### src/rtl/pllf_pkg.sv
package pllf_pkg;
   typedef enum logic [1:0] {
      PDIV_FIELD = 2'd0,
      PDIV_ONE   = 2'd1,
      PDIV_BIT   = 2'd2,
      PDIV_ALT   = 2'd3
   } pdiv_mode_e;
endpackage

### src/rtl/pllf_operand.sv
module pllf_operand
   import pllf_pkg::*;
#(
   parameter int WORD_W      = 32,
   parameter int REF_W       = 32,
   parameter int FRAC_W      = 16,
   parameter int INTER_W     = 48,
   parameter int P_LSB       = 16,
   parameter int P_W         = 6,
   parameter int N_LSB       = 8,
   parameter int N_W         = 8,
   parameter int M_LSB       = 0,
   parameter int M_W         = 8,
   parameter int PSEL_BIT    = 28,
   parameter int EN_BIT      = 0,
   parameter int FRAC_OFFSET = 4096,
   parameter int FRAC_SHIFT  = 13,
   localparam int DEN_W      = M_W + P_W
) (
   input  logic [WORD_W-1:0]  ctrl_i,
   input  logic [WORD_W-1:0]  coef_i,
   input  logic [1:0]         mode_i,
   input  logic [REF_W-1:0]   ref_i,
   input  logic [FRAC_W-1:0]  frac_i,
   output logic [INTER_W-1:0] num_o,
   output logic [DEN_W-1:0]   den_o,
   output logic               zero_o
);
   if (P_W < 2) begin : g_bad_pw
      $error("P_W must hold the value 2");
   end
   if (INTER_W < REF_W + FRAC_W) begin : g_bad_inter
      $error("INTER_W too narrow for fractional product");
   end
   if (INTER_W < REF_W + N_W + 1) begin : g_bad_inter_n
      $error("INTER_W too narrow for integer product");
   end

   logic [P_W-1:0]     p_fld;
   logic [N_W-1:0]     n_fld;
   logic [M_W-1:0]     m_fld;
   logic [P_W-1:0]     p_eff;
   logic [FRAC_W-1:0]  frac_sum;
   logic [INTER_W-1:0] prod_int;
   logic [INTER_W-1:0] prod_frac;

   assign p_fld = coef_i[P_LSB +: P_W];
   assign n_fld = coef_i[N_LSB +: N_W];
   assign m_fld = coef_i[M_LSB +: M_W];

   always_comb begin
      case (pdiv_mode_e'(mode_i))
         PDIV_ONE: p_eff = P_W'(1);
         PDIV_BIT: p_eff = coef_i[PSEL_BIT] ? P_W'(2) : P_W'(1);
         default:  p_eff = (p_fld == '0) ? P_W'(1) : p_fld;
      endcase
   end

   assign frac_sum  = frac_i + FRAC_W'(FRAC_OFFSET);
   assign prod_int  = INTER_W'(ref_i) * INTER_W'(n_fld);
   assign prod_frac = INTER_W'(ref_i) * INTER_W'(frac_sum);
   assign num_o     = prod_int + (prod_frac >> FRAC_SHIFT);
   assign den_o     = DEN_W'(m_fld) * DEN_W'(p_eff);
   assign zero_o    = !ctrl_i[EN_BIT] || (m_fld == '0);
endmodule

### src/rtl/pllf_divider.sv
module pllf_divider #(
   parameter int NUM_W = 48,
   parameter int DEN_W = 14
) (
   input  logic             clk,
   input  logic             rst_n,
   input  logic             load,
   input  logic [NUM_W-1:0] num_i,
   input  logic [DEN_W-1:0] den_i,
   output logic             busy,
   output logic             fin,
   output logic [NUM_W-1:0] quo
);
   localparam int CNT_W = $clog2(NUM_W + 1);

   if (NUM_W < 2) begin : g_bad_num
      $error("NUM_W must be at least 2");
   end

   logic [CNT_W-1:0] cnt;
   logic [DEN_W-1:0] rem;
   logic [DEN_W-1:0] den_q;
   logic [NUM_W-1:0] q;
   logic [DEN_W:0]   trial;
   logic             take;

   assign trial = {rem, q[NUM_W-1]};
   assign take  = trial >= {1'b0, den_q};
   assign busy  = cnt != '0;
   assign quo   = q;

   always_ff @(posedge clk or negedge rst_n) begin
      if (!rst_n) begin
         cnt   <= '0;
         rem   <= '0;
         den_q <= '0;
         q     <= '0;
         fin   <= 1'b0;
      end else begin
         fin <= 1'b0;
         if (load) begin
            cnt   <= CNT_W'(NUM_W);
            rem   <= '0;
            q     <= num_i;
            den_q <= den_i;
         end else if (cnt != '0) begin
            rem <= take ? DEN_W'(trial - {1'b0, den_q}) : trial[DEN_W-1:0];
            q   <= {q[NUM_W-2:0], take};
            cnt <= cnt - CNT_W'(1);
            fin <= (cnt == CNT_W'(1));
         end
      end
   end

   // the partial remainder never reaches the divisor once the quotient is final
   a_r1_rem_bound: assert property (@(posedge clk) disable iff (!rst_n)
      fin |-> (rem < den_q));

   // a load always starts an iteration run
   a_r9_busy_after_load: assert property (@(posedge clk) disable iff (!rst_n)
      load |=> busy);
endmodule

### src/rtl/pllf_decoder.sv
module pllf_decoder #(
   parameter int WORD_W      = 32,
   parameter int REF_W       = 32,
   parameter int OUT_W       = 32,
   parameter int FRAC_W      = 16,
   parameter int INTER_W     = 48,
   parameter int P_LSB       = 16,
   parameter int P_W         = 6,
   parameter int N_LSB       = 8,
   parameter int N_W         = 8,
   parameter int M_LSB       = 0,
   parameter int M_W         = 8,
   parameter int PSEL_BIT    = 28,
   parameter int EN_BIT      = 0,
   parameter int FRAC_OFFSET = 4096,
   parameter int FRAC_SHIFT  = 13,
   parameter bit SATURATE    = 1'b1
) (
   input  logic              clk,
   input  logic              rst_n,
   input  logic              start,
   input  logic [WORD_W-1:0] ctrl_word,
   input  logic [WORD_W-1:0] coef_word,
   input  logic [1:0]        pdiv_mode,
   input  logic [REF_W-1:0]  ref_khz,
   input  logic [FRAC_W-1:0] frac_word,
   output logic              done,
   output logic [OUT_W-1:0]  freq_khz
);
   localparam int DEN_W = M_W + P_W;

   if (OUT_W >= INTER_W) begin : g_bad_out
      $error("OUT_W must be narrower than INTER_W");
   end
   if (PSEL_BIT >= WORD_W || EN_BIT >= WORD_W) begin : g_bad_bits
      $error("control bit positions outside the word");
   end

   logic [INTER_W-1:0] num;
   logic [DEN_W-1:0]   den;
   logic               zero;
   logic               div_busy;
   logic               div_fin;
   logic [INTER_W-1:0] div_quo;
   logic               zpend;
   logic               active;
   logic               accept;
   logic [OUT_W-1:0]   fitted;
   logic               done_q;
   logic [OUT_W-1:0]   freq_q;

   pllf_operand #(
      .WORD_W(WORD_W), .REF_W(REF_W), .FRAC_W(FRAC_W), .INTER_W(INTER_W),
      .P_LSB(P_LSB), .P_W(P_W), .N_LSB(N_LSB), .N_W(N_W),
      .M_LSB(M_LSB), .M_W(M_W), .PSEL_BIT(PSEL_BIT), .EN_BIT(EN_BIT),
      .FRAC_OFFSET(FRAC_OFFSET), .FRAC_SHIFT(FRAC_SHIFT)
   ) i_operand (
      .ctrl_i (ctrl_word),
      .coef_i (coef_word),
      .mode_i (pdiv_mode),
      .ref_i  (ref_khz),
      .frac_i (frac_word),
      .num_o  (num),
      .den_o  (den),
      .zero_o (zero)
   );

   assign active = div_busy || zpend;
   assign accept = start && !active;

   pllf_divider #(
      .NUM_W(INTER_W), .DEN_W(DEN_W)
   ) i_divider (
      .clk   (clk),
      .rst_n (rst_n),
      .load  (accept && !zero),
      .num_i (num),
      .den_i (den),
      .busy  (div_busy),
      .fin   (div_fin),
      .quo   (div_quo)
   );

   if (SATURATE) begin : g_saturate
      assign fitted = (|div_quo[INTER_W-1:OUT_W]) ? '1 : div_quo[OUT_W-1:0];
   end else begin : g_truncate
      assign fitted = div_quo[OUT_W-1:0];
   end

   always_ff @(posedge clk or negedge rst_n) begin
      if (!rst_n) begin
         zpend  <= 1'b0;
         done_q <= 1'b0;
         freq_q <= '0;
      end else begin
         zpend  <= accept && zero;
         done_q <= div_fin || zpend;
         if (zpend) begin
            freq_q <= '0;
         end else if (div_fin) begin
            freq_q <= fitted;
         end
      end
   end

   assign done     = done_q;
   assign freq_khz = freq_q;

   // the completion strobe lasts one cycle
   a_r9_done_pulse: assert property (@(posedge clk) disable iff (!rst_n)
      done |=> !done);

   // a disabled loop reports zero on the fast path
   a_r2_disabled_zero: assert property (@(posedge clk) disable iff (!rst_n)
      (start && !active && !ctrl_word[EN_BIT]) |=> ##1 (done && freq_khz == '0));

   // a zero pre-divider reports zero on the fast path
   a_r7_mzero: assert property (@(posedge clk) disable iff (!rst_n)
      (start && !active && coef_word[M_LSB +: M_W] == '0) |=> ##1 (done && freq_khz == '0));

   // while a request runs, the divider keeps going and no fast-path result appears
   a_r10_busy_ignore: assert property (@(posedge clk) disable iff (!rst_n)
      (start && div_busy && !div_fin) |=> !zpend);

   // the result only changes together with the strobe
   a_r9_result_hold: assert property (@(posedge clk) disable iff (!rst_n)
      !done |-> $stable(freq_khz));
endmodule

### config.mk
export PLATFORM = sky130hd
export DESIGN_NAME = pllf_decoder
export DESIGN_NICKNAME = d
export VERILOG_FILES = /design/src/rtl/pllf_pkg.sv /design/src/rtl/pllf_operand.sv /design/src/rtl/pllf_divider.sv /design/src/rtl/pllf_decoder.sv
export SDC_FILE = /design/constraint.sdc
export NUM_CORES = 2
export LEC_CHECK = 0
export ABC_AREA = 1
export CORE_AREA = 2 2 240 242
export CTS_CLUSTER_DIAMETER = 100
export DETAILED_ROUTE_END_ITERATION = 7
export DIE_AREA = 0 0 242 244
export PLACE_DENSITY = 0.77
export SYNTH_ARGS = -nofsm -noshare
export SYNTH_HDL_FRONTEND = slang
export SYNTH_HIERARCHICAL = 1
export SYNTH_SLANG_ARGS = --single-unit
export TNS_END_PERCENT = 1
### constraint.sdc
create_clock -name clk -period 4.4 [get_ports clk]
set_input_delay 1.1 -clock clk [delete_from_list [all_inputs] [get_ports clk]]
set_output_delay 1.1 -clock clk [all_outputs]
set_load 0.1 [all_outputs]
Yosys cells after proc, flatten, opt, wreduce, memory -nomap -nowiden
Index checks and enable logic that the tools add are counted.
{"block": "totals", "reg_bits": 117, "latch_bits": 0, "ramBits": 0, "romBits": 0, "n_memories": 0}
{"block": "classes", "addsub": 4, "mul": 3, "div_mod_pow": 0, "magnitude_cmp": 1, "eq_ne": 3, "shift": 0, "muxes": 15, "n_bitwise": 0, "reduce_logical": 15}
{"cell": "2-to-1 mux 32 bit", "count": 3}
{"cell": "2-to-1 mux 48 bit", "count": 2}
{"cell": "multiplier 32 x 16 -> 48 bit", "count": 1}
{"cell": "2-to-1 mux 14 bit", "count": 3}
{"cell": "adder 40 x 35 -> 41 bit", "count": 1}
{"cell": "multiplier 32 x 8 -> 40 bit", "count": 1}
{"cell": "2-to-1 mux 6 bit", "count": 3}
{"cell": "adder 16 x 13 -> 16 bit (second input constant)", "count": 1}
{"cell": "OR reduction 16 bit", "count": 1}
{"cell": "greater-or-equal comparator 15 x 14 -> 1 bit", "count": 1}
{"cell": "multiplier 8 x 6 -> 14 bit", "count": 1}
{"cell": "subtractor 14 bit", "count": 1}
{"cell": "case mux 6 bit (2 select lines)", "count": 1}
{"cell": "logical NOT 8 bit", "count": 1}
{"cell": "equality test 6 x 1 -> 1 bit (second input constant)", "count": 1}
{"cell": "logical NOT 6 bit", "count": 1}
{"cell": "nonzero test 6 bit", "count": 1}
{"cell": "subtractor 6 x 1 -> 6 bit (second input constant)", "count": 1}
{"cell": "nonzero test 2 bit", "count": 2}
{"cell": "logical AND 1 bit", "count": 3}
{"cell": "logical NOT 1 bit", "count": 3}
{"cell": "logical OR 1 bit", "count": 3}
{"cell": "equality test 2 x 1 -> 1 bit (second input constant)", "count": 1}
{"cell": "equality test 2 bit (second input constant)", "count": 1}
{"cell": "2 further kinds", "count": 3}

Longest topological paths before layout
{"block": "depth", "word_depth": 6, "depth_mapped": 47, "mapped_depth_nobuf": 47}

Hierarchy
Netlist, hierarchy kept.
{"module": "pllf_operand", "instances": 1, "cells_per_inst": 3709, "area_per_inst_um2": 27393.8, "seq_area_each_um2": 0.0}
{"module": "pllf_divider", "instances": 1, "cells_per_inst": 561, "area_per_inst_um2": 4575.6, "seq_area_each_um2": 2077.0}
{"module": "pllf_decoder", "instances": 1, "cells_per_inst": 228, "area_per_inst_um2": 1711.6, "seq_area_each_um2": 850.8}

Worst setup path after synthesis
No wires, ideal clock.
{"block": "synth_path", "path_kind": "input -> register", "start": "input port frac_word[12]", "end": "register i_divider.q[37] (netlist: i_divider/quo[37])", "setup_time_ns": 0.130, "arrival_time_ns": 9.588, "required_time_ns": 4.270, "setup_slack_ns": -5.318, "cell_stages": 41, "cell_sequence": "ha_1 -> or2_2 -> nand2_1 -> inv_1 -> clkbuf_1 -> nand2_1 -> fa_1 -> fa_1 -> fa_1 -> inv_1 -> fa_1 -> inv_1 -> fa_1 -> inv_1 -> fa_1 -> ha_1 -> nand2_1 -> nor2_1 -> [5 not listed] -> xor2_1 -> fa_1 -> fa_1 -> fa_1 -> fa_1 -> inv_1 -> ha_1 -> nand2_1 -> nor2_2 -> inv_1 -> nor2_1 -> nand2_1 -> nand2_1 -> nand2_1 -> nand3_1 -> xor2_1 -> a22oi_1 -> o21ai_0"}
{"block": "synth_between", "elab_chain_cells": 4}
{"element": "start: declaration", "line_no": "pllf_decoder.sv:26", "source": "input logic [FRAC_W-1:0] frac_word,"}
{"element": "adder 16 x 13 -> 16 bit", "line_no": "pllf_operand.sv:59", "source": "assign frac_sum = frac_i + FRAC_W'(FRAC_OFFSET);"}
{"element": "multiplier 32 x 16 -> 48 bit", "line_no": "pllf_operand.sv:61", "source": "assign prod_frac = INTER_W'(ref_i) * INTER_W'(frac_sum);"}
{"element": "adder 40 x 35 -> 41 bit", "line_no": "pllf_operand.sv:62", "source": "assign num_o = prod_int + (prod_frac >> FRAC_SHIFT);"}
{"element": "via num[37]", "line_no": "pllf_decoder.sv:39", "source": "logic [INTER_W-1:0] num;"}
{"element": "2-to-1 mux 48 bit", "line_no": "pllf_divider.sv:41", "source": "if (load) begin"}
{"element": "end signal: assignment", "line_no": "pllf_divider.sv:44", "source": "q <= num_i;"}
{"element": "end signal: assignment", "line_no": "pllf_divider.sv:48", "source": "q <= {q[NUM_W-2:0], take};"}
{"element": "end: declaration", "line_no": "pllf_divider.sv:23", "source": "logic [NUM_W-1:0] q;"}
The timed path passes the listed nets, and every way through them passes these cells.
A chain may end at the register's enable or synchronous reset.

Worst setup path after layout
{"block": "layout_path", "start": "input port ref_khz[18]", "end": "register i_divider.q[35] (netlist: i_divider/quo[35])"}
{"block": "layout_between", "elab_chain_cells": 3}
{"element": "start: declaration", "line_no": "pllf_decoder.sv:25", "source": "input logic [REF_W-1:0] ref_khz,"}
{"element": "multiplier 32 x 8 -> 40 bit or multiplier 32 x 16 -> 48 bit (tied branches)", "line_no": "pllf_operand.sv:60, pllf_operand.sv:61"}
{"element": "adder 40 x 35 -> 41 bit *", "line_no": "pllf_operand.sv:62"}
{"element": "via num[35]", "line_no": "pllf_decoder.sv:39"}
{"element": "2-to-1 mux 48 bit *", "line_no": "pllf_divider.sv:41"}
Mark *: on every way through the listed nets, which the timed path passes. The rest lies on a longest branch.

==> flow_metrics.py <==
metrics = {
    "timing": {
        "finalHoldViolCount": 0,
        "slew_headroom": 0.148,
        "max_slew.worst_pin.slew_ns": 1.28,
        "setup_violations": 48,
        "fin_skew_ns": 0.0106,
        "grt_setup_unrepaired": "true",
        "period_needed_ns": 9.94,
        "finalWorstSetupSlack_ns": -5.54,
        "slew_viol_final": 0,
        "clock.fmax_mhz": 101,
        "finalCritPeriodShare": 2.26,
    },
    "yosys": {
        "synth-seq-cells": 117,
        "async_reset_ff_frac": 1.00,
        "syn_avg_cell_area_um2": 7.49,
        "yosys.area_share.simple": 0.210,
        "ys_top_cells_by_area": "fa_1, nand2_1, inv_1, dfrtp_1, ha_1",
        "synthCells": 4498,
        "synth-edff-count": 0,
        "yosysWarnings": 6,
        "synth_top_family_by_area": "adder cells",
        "ys_seq_area_frac": 0.0869,
        "synth.distinct_cells": 56,
        "synth_ff_type": "dfrtp_1",
        "syn-cell-area_um2": 33700,
        "muxShareOfSynthArea": 0,
        "yosys.area_share.adder": 0.474,
        "synth-xor-area-share": 0.0172,
        "yosys.area.top_type": "fa_1",
        "post-synth-top-area-fraction": 0.391,
        "synth_compound_area_frac": 0.0593,
    },
    "finish": {
        "final_nets": 6030,
        "area_delta_synth_final_pct": 27.1,
        "drive_gt1_frac": 0.199,
        "insertedDiodeCount": 0,
        "fillers": 4085,
        "final_cell_area_um2": 42800,
        "final_cells": 5801,
    },
    "clock_network": {
        "clkTransAtPathRegs_ns": 0.06,
        "cts_max_path_buffers": 2,
        "htreeDepth": 4,
        "insertion_delay_ns": 0.42,
        "clkSinkCount": 117,
        "clockRootBuffer": "clkbuf_16",
        "cts_made_buffers": 17,
        "tritoncts": "built",
    },
    "grt": {
        "grt_pass1_wl_mm": 161,
        "grt_usage": 0.341,
        "grt_max_degree": 78,
        "grt-ovfl-total": 0,
        "antenna_found_initial": 2,
        "grt_pass1_vias": 32600,
    },
    "drt": {
        "postRouteAntennaNets": 0,
        "vias_per_cell": 5.34,
        "drc_errors": 0,
        "drt-total-wl_mm": 102,
        "post_drt_wl_per_cell_um": 17.5,
        "via_count": 31000,
        "drt-initial-drc-count": 2242,
        "first_pass_iters": 6,
    },
    "setup_path": {
        "r2r_slack_ns": 1.77,
        "crit_arrival_ns": 10.23,
        "slowest_stage": "fa_1",
        "cp.required_ns": 4.69,
        "cpMostUsedCell": "fa_1",
        "worstReg2RegStart": "i_divider/cnt[0]",
        "end_kind": "flip-flop",
        "critical_path.max_fanout": 11,
        "r2r_cells": 12,
        "worst_setup_path_start_kind": "input port",
        "path_class": "input port to flip-flop",
        "reg2reg_to": "i_divider/quo[25]",
        "critical_path.max_stage_delay_ns": 0.54,
    },
    "worst_hold_path": {
        "hold_depth": 2,
        "hold_path_class": "flip-flop to flip-flop",
        "hold-path-endpoint": "freq_khz[29]",
        "min_from": "freq_khz[29]",
    },
    "floorplan": {
        "start_util": 0.600,
        "die_w_um": 242,
        "num_rows": 87,
        "ios": 150,
        "core_um2": 56200,
        "die-area_um2": 59000,
        "die_h_um": 244,
    },
    "run_status": {
        "outcome": "complete, but fails checks",
        "failed_checks": "negative setup slack",
    },
    "run": {
        "drv_cap": 0,
    },
    "placed_design": {
        "dpl.cell_count": 5720,
        "port_buffers": 109,
        "gp_congestion": 0.991,
        "dpl.hpwl_mm": 81.5,
        "post_dp_cell_area_um2": 40100,
    },
}
## cell usage in the layout, fill, tap and decap left out, types with 7 or more instances in the layout
master	synthesis	layout
clkbuf_16	0	26
buf_12	0	48
a21oi_4	1	8
a31oi_1	8	7
nand2_2	17	65
dlymetal6s2s_1	0	24
o21ai_0	91	46
a21o_1	10	10
inv_1	1158	1142
o21a_1	14	14
nor3_2	1	8
inv_2	4	18
clkdlybuf4s50_1	0	74
o21ai_2	4	18
xnor2_1	22	18
o221ai_1	33	33
nand3_1	111	104
o21ai_1	14	41
nand3b_1	9	9
nor2_1	258	186
fa_2	0	19
nor2_2	14	61
o211ai_1	9	9
nor2_4	2	27
dfrtp_1	117	117
nand3_2	1	8
nand4_1	31	31
a21oi_2	2	53
fa_1	658	639
xor2_1	44	40
nand2_1	1278	1220
ha_1	222	159
conb_1	1	7
a22oi_1	8	7
ha_4	0	62
buf_6	11	11
buf_4	7	504
nor3_1	20	10
nand2_4	1	9
a21oi_1	132	74
## flip-flops by register name, indices dropped and copies added, names as in the netlist
| signal | count |
|---|---|
| i_divider/rem | 14 |
| i_divider/fin | 1 |
| zpend | 1 |
| freq_khz | 32 |
| i_divider/den_q | 14 |
| i_divider/cnt | 6 |
| done | 1 |
| i_divider/quo | 48 |
## cell families (layout without fill, tap and decap cells)
logic type | Yosys count | in the layout
xor+xnor | 66 | 66
buf+inv | 1338 | 1877
simple gates | 1758 | 1760
flops | 117 | 117
other cells | 1 | 7
fa+ha+maj | 880 | 880
compound gates | 338 | 338
## cell usage after synthesis, types with 4 or more instances
cell type and instances:
nand2_2 17, o21ai_0 91, xnor2_1 22, nand3_1 111, inv_2 4, a22oi_1 8, o221ai_1 33, inv_1 1158
nor2_2 14, xor2_1 44, clkbuf_1 141, o21bai_1 5, buf_2 13, buf_4 7, a21o_1 10, a31oi_1 8
ha_1 222, o21ai_1 14, nand3b_1 9, buf_6 11, fa_1 658, nand2_1 1278, o21a_1 14, nor2_1 258
dfrtp_1 117, o21ai_2 4, nor3_1 20, o211ai_1 9, a21oi_1 132, nand4_1 31
## stage by stage
step	hold WS, ns	worst slack [ns]	utilization	TNS, ns
2_1_floorplan	0.446	-4.89	-	-186.73
3_3_place_gp	0.460	-6.48	0.713	-249.95
3_5_place_dp	0.464	-6.57	0.713	-254.79
4_1_cts	0.478	-5.55	0.746	-211.56
5_1_grt	0.511	-5.86	0.762	-221.72
6_report	0.478	-5.54	0.762	-207.15
## what timing repair did
| action | 4_1_cts | 5_1_grt |
|---|---|---|
| endpoints found under the hold margin | 0 | 0 |
| hold buffers | 0 | 0 |
| cloned | 4 | 9 |
| pin swaps | 106 | 87 |
| endpoints found under the setup margin | 50 | 49 |
| setup buffers | 21 | 16 |
| gates resized for setup | 241 | 165 |
## routing by layer
metal | part of all wire | wire [um] | GRT usage
met1 | 0.39 | 39500 | 0.423
met2 | 0.50 | 50600 | 0.611
met3 | 0.070 | 7170 | 0.0397
met4 | 0.044 | 4510 | 0.132
met5 | 0.00013 | 13 | 0
## worst max-delay path, delay by kind of cell
kind            cells  cell delay, ns
buf+inv            11            1.54
simple gates       12            1.20
xor+xnor            1            0.15
fa+ha+maj          12            5.55
compound gates      5            0.66
## worst max-delay path by stage
stage / slack (ns) / endpoint / from / cells after the start
after floorplan: -4.89 / i_divider/quo[35] / frac_word[12] / 39
after global placement: -6.48 / i_divider/quo[27] / frac_word[12] / 43
after detailed placement: -6.57 / i_divider/quo[27] / frac_word[12] / 43
after CTS: -5.55 / i_divider/quo[27] / frac_word[14] / 40
after global routing: -5.86 / i_divider/quo[27] / ref_khz[18] / 38
final: -5.54 / i_divider/quo[35] / ref_khz[18] / 41
## final cells by class
cell class | count | area, um2 | share of cell area
clock inverter | 8 | 169 | 0.00395
clock buffer | 23 | 498 | 0.0116
inverter | 1163 | 4370 | 0.102
sequential | 117 | 2930 | 0.0684
multi-input combinational | 3051 | 27600 | 0.645
tap | 756 | 946 | 0.0221
timing repair buffer | 683 | 6280 | 0.147
Power is not shown: default switching activity piles up to over one toggle a cycle in this logic, so the estimate is an artifact.
